[config.mk]
export PLATFORM = sky130hd
export DESIGN_NAME = flash_seq
export DESIGN_NICKNAME = d
export VERILOG_FILES = /design/src/rtl/flash_pkg.sv /design/src/rtl/flash_seq.sv
export SDC_FILE = /design/constraint.sdc
export NUM_CORES = 1
export LEC_CHECK = 0
export ABC_AREA = 0
export BUFFER_PORTS_ARGS = -buffer_cell sky130_fd_sc_hd__buf_2
export CORE_MARGIN = 5
export CORE_UTILIZATION = 35
export CTS_BUF_LIST = sky130_fd_sc_hd__clkbuf_8
export DETAILED_ROUTE_END_ITERATION = 12
export GPL_TIMING_DRIVEN = 0
export PLACE_DENSITY = 0.68
export SYNTH_ARGS = -nofsm -noshare
export SYNTH_HDL_FRONTEND = slang
export SYNTH_SLANG_ARGS = --single-unit
[constraint.sdc]
create_clock -name clk -period 3.9 [get_ports clk]
set_input_delay 0.78 -clock clk [delete_from_list [all_inputs] [get_ports clk]]
set_output_delay 0.78 -clock clk [all_outputs]
set_load 0.1 [all_outputs]
[src/rtl/flash_pkg.sv]
package flash_pkg;
  typedef enum logic [2:0] {
    OP_NONE   = 3'd0,
    OP_WREN   = 3'd1,
    OP_WRDI   = 3'd2,
    OP_PROG   = 3'd3,
    OP_SERASE = 3'd4,
    OP_BERASE = 3'd5
  } flash_op_e;

  typedef enum logic [1:0] {
    ST_IDLE = 2'd0,
    ST_DATA = 2'd1,
    ST_WAIT = 2'd2
  } flash_state_e;
endpackage

[src/rtl/flash_seq.sv]
module flash_seq
  import flash_pkg::*;
#(
  parameter int BUSY_CYCLES = 16
) (
  input  logic       clk,
  input  logic       rst_n,
  input  logic       cmd_valid,
  input  logic [2:0] cmd_op,
  input  logic       wr_valid,
  input  logic       wr_last,
  output logic       cmd_ready,
  output logic       wr_ready,
  output logic       wr_fire,
  output logic       prog_start,
  output logic       erase_go,
  output logic       erase_all,
  output logic       busy,
  output logic       wel
);
  localparam int CNT_W = $clog2(BUSY_CYCLES + 1);
  localparam logic [CNT_W-1:0] CNT_LOAD = CNT_W'(BUSY_CYCLES - 1);

  flash_state_e     state_q;
  logic [CNT_W-1:0] cnt_q;
  logic             wel_q;
  logic             cmd_fire;
  flash_op_e        op;

  assign op         = flash_op_e'(cmd_op);
  assign cmd_ready  = (state_q == ST_IDLE);
  assign wr_ready   = (state_q == ST_DATA);
  assign cmd_fire   = cmd_valid && cmd_ready;
  assign wr_fire    = wr_valid && wr_ready;
  assign prog_start = cmd_fire && wel_q && (op == OP_PROG);
  assign erase_go   = cmd_fire && wel_q && ((op == OP_SERASE) || (op == OP_BERASE));
  assign erase_all  = (op == OP_BERASE);
  assign busy       = (state_q != ST_IDLE);
  assign wel        = wel_q;

  always_ff @(posedge clk or negedge rst_n) begin
    if (!rst_n) begin
      state_q <= ST_IDLE;
      cnt_q   <= '0;
      wel_q   <= 1'b0;
    end else begin
      unique case (state_q)
        ST_IDLE: begin
          if (prog_start) begin
            state_q <= ST_DATA;
          end else if (erase_go) begin
            state_q <= ST_WAIT;
            cnt_q   <= CNT_LOAD;
            wel_q   <= 1'b0;
          end else if (cmd_fire && op == OP_WREN) begin
            wel_q <= 1'b1;
          end else if (cmd_fire && op == OP_WRDI) begin
            wel_q <= 1'b0;
          end
        end
        ST_DATA: begin
          if (wr_fire && wr_last) begin
            state_q <= ST_WAIT;
            cnt_q   <= CNT_LOAD;
            wel_q   <= 1'b0;
          end
        end
        ST_WAIT: begin
          if (cnt_q == '0) state_q <= ST_IDLE;
          else             cnt_q   <= cnt_q - 1'b1;
        end
        default: state_q <= ST_IDLE;
      endcase
    end
  end
endmodule

**After elaboration in Yosys (flattened, before gate mapping)**

Index checks and enable logic that the tools add are counted.

- Flip-flop bits (word level): 8
- Input bits: 8
- Output and inout port bits: 8
- Word-level logic and storage cells: 51

- Add/subtract/negate cells: 1
- Equality and inequality tests: 14
- Mux-type cells: 16
- Reduce and logical (&&, ||, !) cells: 17

Operators by type and width:

| kind | number |
|---|---|
| $mux W5 | 4 |
| $pmux W5 S3 | 1 |
| $logic_and A1 B1 Y1 | 8 |
| $mux W2 | 4 |
| $eq A3 B2 Y1 const B | 2 |
| $eq A3 B3 Y1 const B | 2 |
| $ne A2 B2 Y1 const B | 3 |
| $pmux W2 S3 | 1 |
| $logic_not A5 Y1 | 1 |
| $mux W1 | 5 |
| $reduce_and A5 Y1 | 1 |
| $sub A5 B1 Y5 const B | 1 |
| $ne A2 B1 Y1 const B | 2 |
| $ne A4 B1 Y1 const B | 1 |
| $reduce_and A4 Y1 | 1 |
| $reduce_bool A2 Y1 | 2 |
| $eq A3 B1 Y1 const B | 1 |
| $ne A3 B1 Y1 const B | 1 |
| $reduce_and A3 Y1 | 1 |
| $reduce_bool A3 Y1 | 1 |
| $eq A2 B1 Y1 const B | 1 |
| $eq A2 B2 Y1 const B | 1 |
| $logic_not A2 Y1 | 1 |
| $pmux W1 S2 | 1 |
| $logic_or A1 B1 Y1 | 1 |

**Logic depth before layout (Yosys ltp)**

- Depth in word-level cells: 8
- Depth in mapped cells: 5
- Depth with buffers taken out: 5

**Worst setup path after synthesis**

OpenSTA, ideal clock, no wires.

- Path kind: register -> output
- Start point: register wel_q, in the netlist wel
- End point: output erase_go
- Arrival time: 3.254 ns
- Data required time: 3.120 ns
- Slack: -0.134 ns
- Stages on the path, launching flop included: 3
- Buffers on the path: 0
- Path through: dfrtp_1 > nand2_1 > nor3_1

- Word-level cells in the longest chain between the ends: 2

RTL lines:

| element | RTL line | RTL |
|---|---|---|
| start, declared | flash_seq.sv:26 | `logic wel_q;` |
| start signal, assigned | flash_seq.sv:45 | `wel_q <= 1'b0;` |
| start signal, assigned | flash_seq.sv:54 | `wel_q <= 1'b0;` |
| start signal, assigned | flash_seq.sv:56 | `wel_q <= 1'b1;` |
| $logic_and A1 B1 Y1 (2 in series) | flash_seq.sv:36 | `assign erase_go = cmd_fire && wel_q && ((op == OP_SERASE) \|\| (op == OP_BERASE));` |
| end, declared | flash_seq.sv:16 | `output logic erase_go,` |

Every way passes these cells.

**Worst setup path after layout**

- Start point: input cmd_op[2]
- End point: output prog_start

- Word-level cells in the longest chain between the ends: 2

RTL lines:

| element | RTL line | RTL |
|---|---|---|
| start, declared | flash_seq.sv:9 | `input logic [2:0] cmd_op,` |
| $eq A3 B2 Y1 | flash_seq.sv:35 | `assign prog_start = cmd_fire && wel_q && (op == OP_PROG);` |
| $logic_and A1 B1 Y1 | flash_seq.sv:35 |  |
| end, declared | flash_seq.sv:15 | `output logic prog_start,` |

Every way passes these cells.

==> impl_metrics.py <==
metrics = {
    "run_status": {
        "status": "finished, final reports clean",
    },
    "worst_setup_path": {
        "slowest_stage": "buf_2",
        "cp_max_fo": 5,
        "cp_num_buf_inv": 2,
        "r2r-end": "cnt_q[1]$_DFFE_PN0P_",
        "cp_top_family": "buffers and inverters",
        "critPathKind": "in2out",
        "cp-start-kind": "primary input",
        "cp-end-kind": "output port",
        "crit_top_cell": "buf_2",
        "cp.required_ns": 3.12,
        "slowest_delay_ns": 0.42,
        "reg2reg_depth": 5,
        "worstPathArrival_ns": 1.75,
        "crit_chain": "buf_2 > and4b_1 > and3_1 > buf_2",
        "r2r_slack_ns": 2.29,
        "worstReg2RegStart": "cnt_q[0]$_DFFE_PN0P_",
    },
    "synthesis": {
        "syn_nets": 64,
        "async_reset_ff_share_pct": 100,
        "synth-seq-cells": 8,
        "synth_ff_type": "dfrtp_1",
        "synth.distinct_cells": 30,
        "ys_seq_area_share_pct": 38.0,
        "syn_avg_cell_area_sq_um": 9.58,
        "yosys_warnings": 0,
        "synth_edf_count": 0,
        "syn_inst": 55,
        "synth_area_sq_um": 527,
    },
    "grt": {
        "grt_pass1_vias": 487,
        "track_usage_pct": 10.3,
        "grt.overflow.total": 0,
        "antenna_found_initial": 0,
        "grt_pass1_wl_um": 2000,
        "grt_max_degree": 11,
    },
    "sta": {
        "skew_ns": 0.000338,
        "setup_tns_ns": 0,
        "finalCritPeriodShare_pct": 65.0,
        "max_freq_mhz": 395,
        "timing.slew.headroom_pct": 67.8,
        "period_needed_ns": 2.53,
        "rsz0062_at_grt": "no",
        "worst_pin_slew_ns": 0.486,
        "slew_violations": 0,
        "hold_ws_ns": 0.385,
        "final-hold-violation-count": 0,
        "finalSetupViolCount": 0,
    },
    "clock_network": {
        "cts_hold_buf": 0,
        "htreeDepth": 1,
        "cts-root-buf": "clkbuf_8",
        "cts_buffers": 3,
        "cts_sinks": 8,
        "cts_tree": "yes",
        "post-cts-setup-buffers": 0,
        "ctsResizeCount": 0,
        "clk_latency_ns": 0.23,
        "clk_pin_slew_worst_paths_ns": 0.04,
        "clockBufferDepth": 2,
    },
    "placed_design": {
        "post-place-cells": 86,
        "place.gp.congestion": 0.736,
        "io_buffer_count": 15,
        "dpl.hpwl_um": 869,
    },
    "floorplanning": {
        "initial_utilization_pct": 35.8,
        "core_sq_um": 1470,
        "rows": 14,
        "dieArea_sq_um": 2380,
        "fp.dieW_um": 48.8,
        "pin_count": 16,
        "die_h_um": 48.8,
    },
    "cells_and_area": {
        "nets": 84,
        "fill_cells": 158,
        "multiInputGateArea_sq_um": 298,
        "area_growth_pct": 26.8,
        "final_common_cell": "buf_2",
        "regArea_sq_um": 200,
        "fin_util_pct": 45.4,
        "final_cells": 89,
        "final_cell_mix": "15 x buf_2, 8 x dfrtp_1, 6 x a21oi_1",
        "drive_gt1_share_pct": 37.0,
        "num_antenna_cells": 0,
    },
    "routing": {
        "drc": 0,
        "wl_um": 1130,
        "vias_per_cell": 5.52,
        "vias": 491,
        "drtAntennaViolNets": 0,
        "wl_per_cell_um": 12.7,
        "drtPass1Iterations": 4,
        "drtIter0Drc": 6,
    },
    "pwr": {
        "power.leakage_nw": 0.336,
        "power_density_nw_per_um2": 788,
        "peakVddDrop_v": 0.000437,
    },
    "run": {
        "cap_violations": 0,
    },
    "min_path": {
        "hp-class": "in2async",
    },
}
cells by family (layout without fill, tap and decap cells):
| logic type | count (synthesis) | count (layout) | share of synthesized area [%] |
|---|---|---|---|
| flops | 8 | 8 | 38.0 |
| simple gates | 23 | 23 | 27.8 |
| xor+xnor | 1 | 1 | 1.66 |
| buf+inv | 7 | 25 | 6.41 |
| fa+ha+maj | 1 | 1 | 2.37 |
| compound gates | 15 | 15 | 23.8 |
per-layer routing:
layer | vias up | part of all wire, % | global-route usage, % | wire length [um]
met1 | 228 | 47 | 13.4 | 528
met2 | 17 | 45 | 15.9 | 514
met3 | 3 | 6.6 | 3.06 | 75
met4 | 0 | 1.2 | 4.04 | 14
li1 | 243 | - | - | -
met5 | - | 0 | 0 | 0
cells in the mapped netlist (3+ instances only):
cell type | count | area (sq um)
dfrtp_1 | 8 | 200
a21oi_1 | 6 | 30.0
inv_1 | 5 | 18.8
nand2_1 | 5 | 18.8
and3_1 | 4 | 25.0
nor3_1 | 3 | 15.0
flip-flops by register name (all words and copies together), names as in the netlist:
name	flops
cnt_q	5
state_q	2
wel	1
layout make-up:
| type | count | area share (%) |
|---|---|---|
| repair buffers | 15 | 11.2 |
| well taps | 16 | 3.00 |
| multi-input cells | 40 | 44.6 |
| clock buffers | 3 | 6.18 |
| flip-flops and latches | 8 | 30.0 |
| plain buffers | 2 | 2.25 |
| inverters | 5 | 2.81 |
per-stage QoR:
| step | worst slack [ns] | cell area, sq um | total power, W |
|---|---|---|---|
| after detailed placement | 1.37 | 627 | 0.000427 |
| after global placement | 1.39 | 627 | 0.000423 |
| after floorplan | 0.703 | 532 | 0.000379 |
| final | 1.37 | 668 | 0.000526 |
| after global routing | 1.32 | 668 | 0.000562 |
| after CTS | 1.36 | 668 | 0.000530 |
worst max path at each step:
stage / startpoint / endpoint / slack, ns / cells after the start
3_3_place_gp: cmd_op[2] / prog_start / 1.39 / 4
4_1_cts: cmd_op[2] / prog_start / 1.36 / 4
6_report: cmd_op[2] / prog_start / 1.37 / 4
5_1_grt: cmd_op[2] / prog_start / 1.32 / 4
2_1_floorplan: wel$_DFFE_PN0P_ / erase_go / 0.70 / 2
3_5_place_dp: cmd_op[2] / prog_start / 1.37 / 4
power breakdown:
group	internal, W	leakage, nW	total, W	switching, W
sequential	0.000113	0.101	0.000147	0.0000344
clock	0.0000669	0.0216	0.0000999	0.0000330
combinational	0.0000863	0.213	0.000279	0.000193
Power figures use the tool's default switching activity.
